`config.mk`:
```
export PLATFORM = sky130hd
export DESIGN_NAME = opc_alu
export DESIGN_NICKNAME = d
export VERILOG_FILES = /design/src/rtl/opc_alu_pkg.sv /design/src/rtl/opc_alu_arith.sv /design/src/rtl/opc_alu_logic.sv /design/src/rtl/opc_alu_shift.sv /design/src/rtl/opc_alu_imm.sv /design/src/rtl/opc_alu.sv
export SDC_FILE = /design/constraint.sdc
export NUM_CORES = 1
export LEC_CHECK = 0
export BUFFER_PORTS_ARGS = -buffer_cell sky130_fd_sc_hd__buf_2
export CAP_MARGIN = 25
export CORE_AREA = 2 2 131 133
export DETAILED_ROUTE_END_ITERATION = 6
export DIE_AREA = 0 0 133 135
export PLACE_DENSITY = 0.49
export SLEW_MARGIN = 20
export SYNTH_ARGS = -nofsm -noshare
export SYNTH_HDL_FRONTEND = slang
export SYNTH_SLANG_ARGS = --single-unit
```
`constraint.sdc`:
```
create_clock -name vclk -period 5.4
set_clock_uncertainty 0.1 [all_clocks]
set_input_delay 1.08 -clock vclk [all_inputs]
set_output_delay 1.08 -clock vclk [all_outputs]
set_load 0.02 [all_outputs]
```
`src/rtl/opc_alu_pkg.sv`:
```
package opc_alu_pkg;
  localparam int OPC_W = 4;

  typedef enum logic [OPC_W-1:0] {
    OPC_ADD  = 4'h0,
    OPC_SUB  = 4'h1,
    OPC_AND  = 4'h2,
    OPC_OR   = 4'h3,
    OPC_NAND = 4'h4,
    OPC_XOR  = 4'h5,
    OPC_SLL  = 4'h6,
    OPC_SRA  = 4'h7
  } alu_opc_e;

  typedef struct packed {
    logic neg;
    logic zero;
    logic pos;
  } sign_flags_t;
endpackage

```
`src/rtl/opc_alu_arith.sv`:
```
module opc_alu_arith #(
  parameter int W = 16
) (
  input  logic         sub_i,
  input  logic [W-1:0] a_i,
  input  logic [W-1:0] b_i,
  output logic [W-1:0] y_o
);
  logic [W-1:0] b_eff;

  // Subtraction is addition of the inverted right operand plus one.
  always_comb begin
    b_eff = sub_i ? ~b_i : b_i;
    y_o   = a_i + b_eff + {{(W-1){1'b0}}, sub_i};
  end
endmodule

```
`src/rtl/opc_alu_logic.sv`:
```
module opc_alu_logic #(
  parameter int W = 16
) (
  input  logic [1:0]   sel_i,
  input  logic [W-1:0] a_i,
  input  logic [W-1:0] b_i,
  output logic [W-1:0] y_o
);
  // sel: 0 = AND, 1 = OR, 2 = NAND, 3 = XOR
  always_comb begin
    unique case (sel_i)
      2'd0:    y_o = a_i & b_i;
      2'd1:    y_o = a_i | b_i;
      2'd2:    y_o = ~(a_i & b_i);
      default: y_o = a_i ^ b_i;
    endcase
  end
endmodule

```
`src/rtl/opc_alu_shift.sv`:
```
module opc_alu_shift #(
  parameter int W = 16
) (
  input  logic         right_i,
  input  logic [W-1:0] a_i,
  input  logic [W-1:0] amt_i,
  output logic [W-1:0] y_o
);
  localparam int SH_W = $clog2(W);

  logic            over;
  logic [SH_W-1:0] sh;
  logic            fill;

  always_comb begin
    // Any set bit at or above position SH_W means the amount is at least W.
    over = |amt_i[W-1:SH_W];
    sh   = amt_i[SH_W-1:0];
    fill = a_i[W-1];
    if (right_i) begin
      if (over) y_o = {W{fill}};
      else      y_o = W'($signed(a_i) >>> sh);
    end else begin
      if (over) y_o = '0;
      else      y_o = a_i << sh;
    end
  end
endmodule

```
`src/rtl/opc_alu_imm.sv`:
```
module opc_alu_imm #(
  parameter int W     = 16,
  parameter int IMM_W = 8
) (
  input  logic [IMM_W-1:0] imm_i,
  input  logic [W-1:0]     cur_i,
  output logic [W-1:0]     sext_o,
  output logic [W-1:0]     merge_o
);
  localparam int HI_W = W - IMM_W;

  always_comb begin
    sext_o  = {{HI_W{imm_i[IMM_W-1]}}, imm_i};
    merge_o = {imm_i, cur_i[HI_W-1:0]};
  end
endmodule

```
`src/rtl/opc_alu.sv`:
```
module opc_alu
  import opc_alu_pkg::*;
#(
  parameter int W     = 16,
  parameter int IMM_W = 8
) (
  input  logic [OPC_W-1:0] op_i,
  input  logic [W-1:0]     lhs_i,
  input  logic [W-1:0]     rhs_i,
  input  logic [IMM_W-1:0] imm_i,
  input  logic [W-1:0]     cur_i,
  input  logic [W-1:0]     cond_opnd_i,
  output logic [W-1:0]     res_o,
  output logic [W-1:0]     sext_o,
  output logic [W-1:0]     merge_o,
  output logic             neg_o,
  output logic             zero_o,
  output logic             pos_o
);
  logic [W-1:0] arith_y, logic_y, shift_y;
  logic [1:0]   logic_sel;
  sign_flags_t  flags;

  // Logic unit ordering: AND, OR, NAND, XOR follow opcodes 2..5.
  assign logic_sel = 2'(op_i - OPC_AND);

  opc_alu_arith #(.W(W)) u_arith (
    .sub_i (op_i == OPC_SUB),
    .a_i   (lhs_i),
    .b_i   (rhs_i),
    .y_o   (arith_y)
  );

  opc_alu_logic #(.W(W)) u_logic (
    .sel_i (logic_sel),
    .a_i   (lhs_i),
    .b_i   (rhs_i),
    .y_o   (logic_y)
  );

  opc_alu_shift #(.W(W)) u_shift (
    .right_i (op_i == OPC_SRA),
    .a_i     (lhs_i),
    .amt_i   (rhs_i),
    .y_o     (shift_y)
  );

  opc_alu_imm #(.W(W), .IMM_W(IMM_W)) u_imm (
    .imm_i   (imm_i),
    .cur_i   (cur_i),
    .sext_o  (sext_o),
    .merge_o (merge_o)
  );

  always_comb begin
    unique case (op_i)
      OPC_ADD, OPC_SUB:                   res_o = arith_y;
      OPC_AND, OPC_OR, OPC_NAND, OPC_XOR: res_o = logic_y;
      OPC_SLL, OPC_SRA:                   res_o = shift_y;
      default:                            res_o = '0;
    endcase
  end

  always_comb begin
    flags.neg  = cond_opnd_i[W-1];
    flags.zero = (cond_opnd_i == '0);
    flags.pos  = ~flags.neg & ~flags.zero;
  end

  assign neg_o  = flags.neg;
  assign zero_o = flags.zero;
  assign pos_o  = flags.pos;
endmodule

```
==> results_dict.tcl, run 1 <==
set metrics [dict create \
    portBuffers 71 \
    power_leakage_nw 2.074 \
    period_share 0.9689 \
    power.internal_uw 191.2 \
    hold_depth 0 \
    diodes 0 \
    die-area_um2 17960 \
    first_iter_violations 477 \
    grtUsageTotal 0.1730 \
    syn-num-nets 679 \
    fin_cells 794 \
    gp_congestion 0.9401 \
    worstMarginPinSlew_ns 0.7129 \
    grt_pass1_vias 4293 \
    grt.overflow.total 0 \
    grt_pass1_wl_um 24810 \
    num_rows 47 \
    syn_inst 552 \
    nNetsFinal 703 \
    worstPathRequired_ns 4.22 \
    avgSynthCellArea_um2 7.414 \
    multiInputGateArea_um2 3551 \
    synthTopCellsByArea "ha_1, mux4_2, mux2i_1" \
    cp.arrival_ns 4.05 \
    crit_start "op_i[1]" \
    post_cts_buffers 0 \
    design_area_um2 4521 \
    clock_buffers 0 \
    worstSetupPathType "in -> out" \
    ys_seq_area_frac 0 \
    via_per_inst 5.462 \
    maxSlewViolCount 0 \
    crit_chain "buf_2, or4b_1, buf_4, buf_4, xnor2_2, ha_1, a21oi_1, o211ai_1, a2bb2oi_2, a21oi_2, mux2i_1, nand3_1, buf_2" \
    drt_wl_total_um 15880 \
    wire_per_inst_um 20.01 \
    clkPwrFrac 0 \
    swShare 0.5881 \
    pre_cts_ws_ns 0.07460 \
    hold_viol_final 0 \
    end_kind "output port" \
    clock.fmax_ghz 0.1911 \
    die_y_um 135 \
    setup_viol 0 \
    drv_cap 0 \
    antenna_found_initial 0 \
    vias 4337 \
    status "complete, no violations" \
    switchingPower_uw 273.0 \
    ant_nets 0 \
    placed_cells 794 \
    start_util 0.2494 \
    synth_area_um2 4093 \
    max-slew-margin-rel 0.5211 \
    holdPathEnd "merge_o[3]" \
    combPwrFrac 1.000 \
    setup_tns_ns 0 \
    hp-class "in -> out" \
    drc 0 \
    power_frac_seq 0 \
    holdWs_ns 2.060 \
    fin_crit_ns 5.232 \
    yosys.area.top_type_share 0.1529 \
    io_pins 127 \
    regArea_um2 0 \
    slowest_stage "or4b_1" \
    cellPowerDensity_nw_per_um2 102.7 \
    seq_cells 0 \
    worstSetupStartpointType "input port" \
    final_layout_size_suffix_gt1_frac 0.2387 \
    core_area_um2 16410 \
    n_fill_cell 1788 \
    hold_start "cur_i[3]" \
    drt_first_pass_iters 5 \
    rsz0062_at_grt "no" \
    timing.final.ws_setup_ns 0.1680 \
    placed_area_um2 4486 \
    max_stage_delay_ns 0.53 \
    synth_area_leader_cell "ha_1" \
    yosysWarnings 0 \
    grt_max_degree 49 \
    areaGrowthSynthToFinish_pct 10.46 \
    crit_path_max_fanout 13 \
    ir_drop_uv 31.81 \
    synth_cell_types 60 \
    fp.dieW_um 133 \
    hpwl_um 12300 \
]
synthesized netlist by cell type, types with 2 or more instances:
cell type	n
nor4_1	9
a211o_1	6
and3_1	4
o21a_1	6
mux2_1	3
clkbuf_1	23
a21oi_1	50
ha_1	50
or3_1	3
xnor2_1	26
xor2_1	9
nand3b_1	2
nand3_1	8
mux4_2	21
o22a_1	2
inv_1	39
mux2_2	10
o22ai_1	3
nor2_1	44
a221o_1	2
nand2_1	35
and4_1	2
o21ai_0	33
buf_4	35
mux2i_1	29
a21o_1	9
o211ai_1	14
a31oi_1	2
a211oi_1	6
buf_2	11
nand2b_1	5
buf_1	2
o21ai_1	7
nor3_1	9
a221oi_1	8
worst max-delay path: cells and delay by family:
| family | cells | cell delay, ns |
|---|---|---|
| AOI/OAI and AO/OA | 4 | 0.80 |
| xor gates and xnor gates | 1 | 0.18 |
| adders and majority gates | 1 | 0.34 |
| buffers and inverters | 4 | 0.70 |
| muxes | 1 | 0.27 |
| and+or+nand+nor | 2 | 0.68 |
how the worst max path moves through the flow:
| stage | end | slack [ns] | cells after the start |
|---|---|---|---|
| floorplan | res_o[14] | 0.11 | 11 |
| detailed placement | res_o[13] | 0.07 | 13 |
| global route | res_o[15] | 0.008 | 14 |
| finish | res_o[13] | 0.17 | 13 |
| global placement | res_o[14] | 0.16 | 12 |
| CTS | res_o[13] | 0.03 | 13 |
final cells by class:
| cell class | count | share of cell area |
|---|---|---|
| multi-input combinational | 439 | 0.7855 |
| tap | 220 | 0.06089 |
| inverter | 41 | 0.03404 |
| timing repair buffer | 94 | 0.1196 |
what timing repair did:
item,in CTS,in global routing
resized for setup,0,8
setup endpoints to repair,0,6
hold endpoints to repair,0,0
hold buffers,0,0
power by group through the flow:
stage	sequential, mW	clock, mW	combinational, mW
after CTS	0	0	0.455
after floorplan	0	0	0.333
final	0	0	0.464
after detailed placement	0	0	0.453
after global placement	0	0	0.446
after global routing	0	0	0.506
placed cells by master (no fill, tap or decap), types with 10 or more instances in the layout:
master,netlist,layout
a21oi_1,50,49
buf_2,11,71
buf_4,35,22
ha_1,50,50
inv_1,39,39
mux2_2,10,10
mux2i_1,29,29
mux4_2,21,21
nand2_1,35,35
nor2_1,44,44
o211ai_1,14,14
o21ai_0,33,31
xnor2_1,26,24
cell families (layout without fill, tap and decap cells):
kind of cell             after synthesis  in the layout  share of synthesized area
buffers and inverters                113            135                     0.1409
AND/OR/NAND/NOR                      127            127                     0.1440
multiplexers                          63             63                     0.2223
AO/OA/AOI/OAI                        163            163                     0.2602
XOR/XNOR                              35             35                    0.07490
adder cells (fa/ha/maj)               51             51                     0.1578
per-layer routing:
layer / vias to the layer above / global-route usage / wire length (um)
met2: 195 / 0.2968 / 7419
met5: - / 0 / 0
met4: 0 / 0.04062 / 397
met3: 32 / 0.01314 / 1088
li1: 2029 / - / -
met1: 2081 / 0.2369 / 6980
metrics by stage:
step | util | power (mW)
after floorplan | - | 0.3332
after global placement | 0.2734 | 0.4459
after detailed placement | 0.2734 | 0.4529
after CTS | 0.2734 | 0.4552
after global routing | 0.2755 | 0.5063
final | 0.2755 | 0.4642
Power figures use the tool's default switching activity.
==> run 2, diff against run 1 <==
REMOVE_ABC_BUFFERS = 1   (was unset)
==> run 2 against run 1 <==
  * Routed wire length increased by 0.53%
  * Critical path type unchanged
  * Sequential cell count unchanged
  * Critical path depth decreased by 2
  * Critical endpoint is now res_o[14]
  * Largest cell class unchanged
  * Non-clock buffer count decreased by 1
  * First-iteration DRC count decreased by 9.9%
  * Setup slack got worse by 0.087 ns
  * Sequential share of layout area unchanged
  * Highest routed layer unchanged
==> results_dict.tcl, run 2 (synthesis gave the netlist of run 1 again) <==
set metrics [dict create \
    portBuffers 71 \
    num_rows 47 \
    regArea_um2 0 \
    max-slew-margin-rel 0.5739 \
    io_pins 127 \
    antenna_found_initial 0 \
    drt_wl_total_um 15970 \
    power.internal_uw 187.9 \
    power_frac_seq 0 \
    die-area_um2 17960 \
    vias 4288 \
    via_per_inst 5.407 \
    final_layout_size_suffix_gt1_frac 0.2286 \
    drt_first_pass_iters 5 \
    grt_max_degree 49 \
    core_area_um2 16410 \
    grt.overflow.total 0 \
    status "complete, no violations" \
    met1Wirelength_um 7287 \
    route.met3.wl_um 858 \
    areaGrowthSynthToFinish_pct 9.599 \
    final_common_cell "buf_2" \
    fp.dieW_um 133 \
    power_leakage_nw 2.056 \
    grtUsageTotal 0.1728 \
    crit_path_max_fanout 8 \
    switchingPower_uw 268.3 \
    setup_viol 0 \
    start_util 0.2494 \
    clkPwrFrac 0 \
    clock.fmax_ghz 0.1880 \
    worstSetupPathType "in -> out" \
    period_share 0.9849 \
    wl_met2_um 7584 \
    drv_cap 0 \
    wire_per_inst_um 20.14 \
    end_kind "output port" \
    hold_viol_final 0 \
    seq_cells 0 \
    design_area_um2 4486 \
    worstSetupStartpointType "input port" \
    combPwrFrac 1.000 \
    cts-hold-fix-buffers 0 \
    setup_tns_ns 0 \
    hp-class "in -> out" \
    ant_nets 0 \
    first_iter_violations 430 \
    ir_drop_uv 26.88 \
    layout_common_cells "buf_2, a21oi_1, ha_1, nor2_1, inv_1" \
    grt_pass1_vias 4220 \
    cellPowerDensity_nw_per_um2 101.7 \
    highest_layer "met4" \
    diodes 0 \
    clock_buffers 0 \
    swShare 0.5881 \
    maxSlewViolCount 0 \
    drc 0 \
    die_y_um 135 \
    worstPathRequired_ns 4.22 \
    cp.arrival_ns 4.14 \
    gp_congestion 0.9232 \
    nNetsFinal 702 \
    grt_pass1_wl_um 24630 \
    fin_crit_ns 5.319 \
    worstMarginPinSlew_ns 0.6343 \
    rsz0062_at_grt "no" \
    hpwl_um 12780 \
    placed_area_um2 4478 \
]
run 2: area by class of cell:
cell class                 count  area, um^2
fill                        1820       11920
multi-input combinational    439        3520
timing repair buffer          93       536.8
tap                          220       275.3
inverter                      41       153.9
run 2: timing repair:
item	in CTS	in global routing
gates resized for setup	0	2
endpoints found under the setup margin	0	4
setup buffers	0	0
run 2: power groups by stage:
| stage | Combinational (mW) | Clock (mW) | Sequential (mW) |
|---|---|---|---|
| 6_report | 0.456 | 0 | 0 |
| 2_1_floorplan | 0.270 | 0 | 0 |
| 4_1_cts | 0.453 | 0 | 0 |
| 3_5_place_dp | 0.450 | 0 | 0 |
| 5_1_grt | 0.497 | 0 | 0 |
| 3_3_place_gp | 0.446 | 0 | 0 |
run 2: per-layer routing:
layer,up-vias,track usage
li1,2030,-
met2,150,0.2896
met3,12,0.01839
met4,0,0.03166
met1,2096,0.2422
met5,-,0
run 2: path summary, 6_finish.rpt:
kind	depth (start not counted)	slack (ns)	to	from
worst max-delay path	11	0.08	res_o[14]	op_i[2]
worst min-delay path	0	2.06	merge_o[5]	cur_i[5]
run 2: per-stage QoR:
step | hold WS (ns) | cells | util | total power [mW] | setup slack [ns]
finish | 2.060 | 793 | 0.2734 | 0.4562 | 0.08133
global route | 2.060 | 793 | 0.2734 | 0.4974 | 0.02891
CTS | 2.060 | 793 | 0.2729 | 0.4525 | 0.06288
detailed placement | 2.060 | 793 | 0.2729 | 0.4505 | 0.08655
global placement | 2.060 | 793 | 0.2729 | 0.4459 | 0.09517
floorplan | 2.060 | 480 | - | 0.2698 | 0.1299
run 2: critical path, cell delays in order:
cell,delay [ns]
buf_2,0.16
or4b_4,0.56
xnor2_1,0.19
fa_1,0.41
a211oi_1,0.28
o21ai_0,0.21
o2111a_1,0.31
a311oi_1,0.34
xor2_1,0.24
o221ai_1,0.17
buf_2,0.20
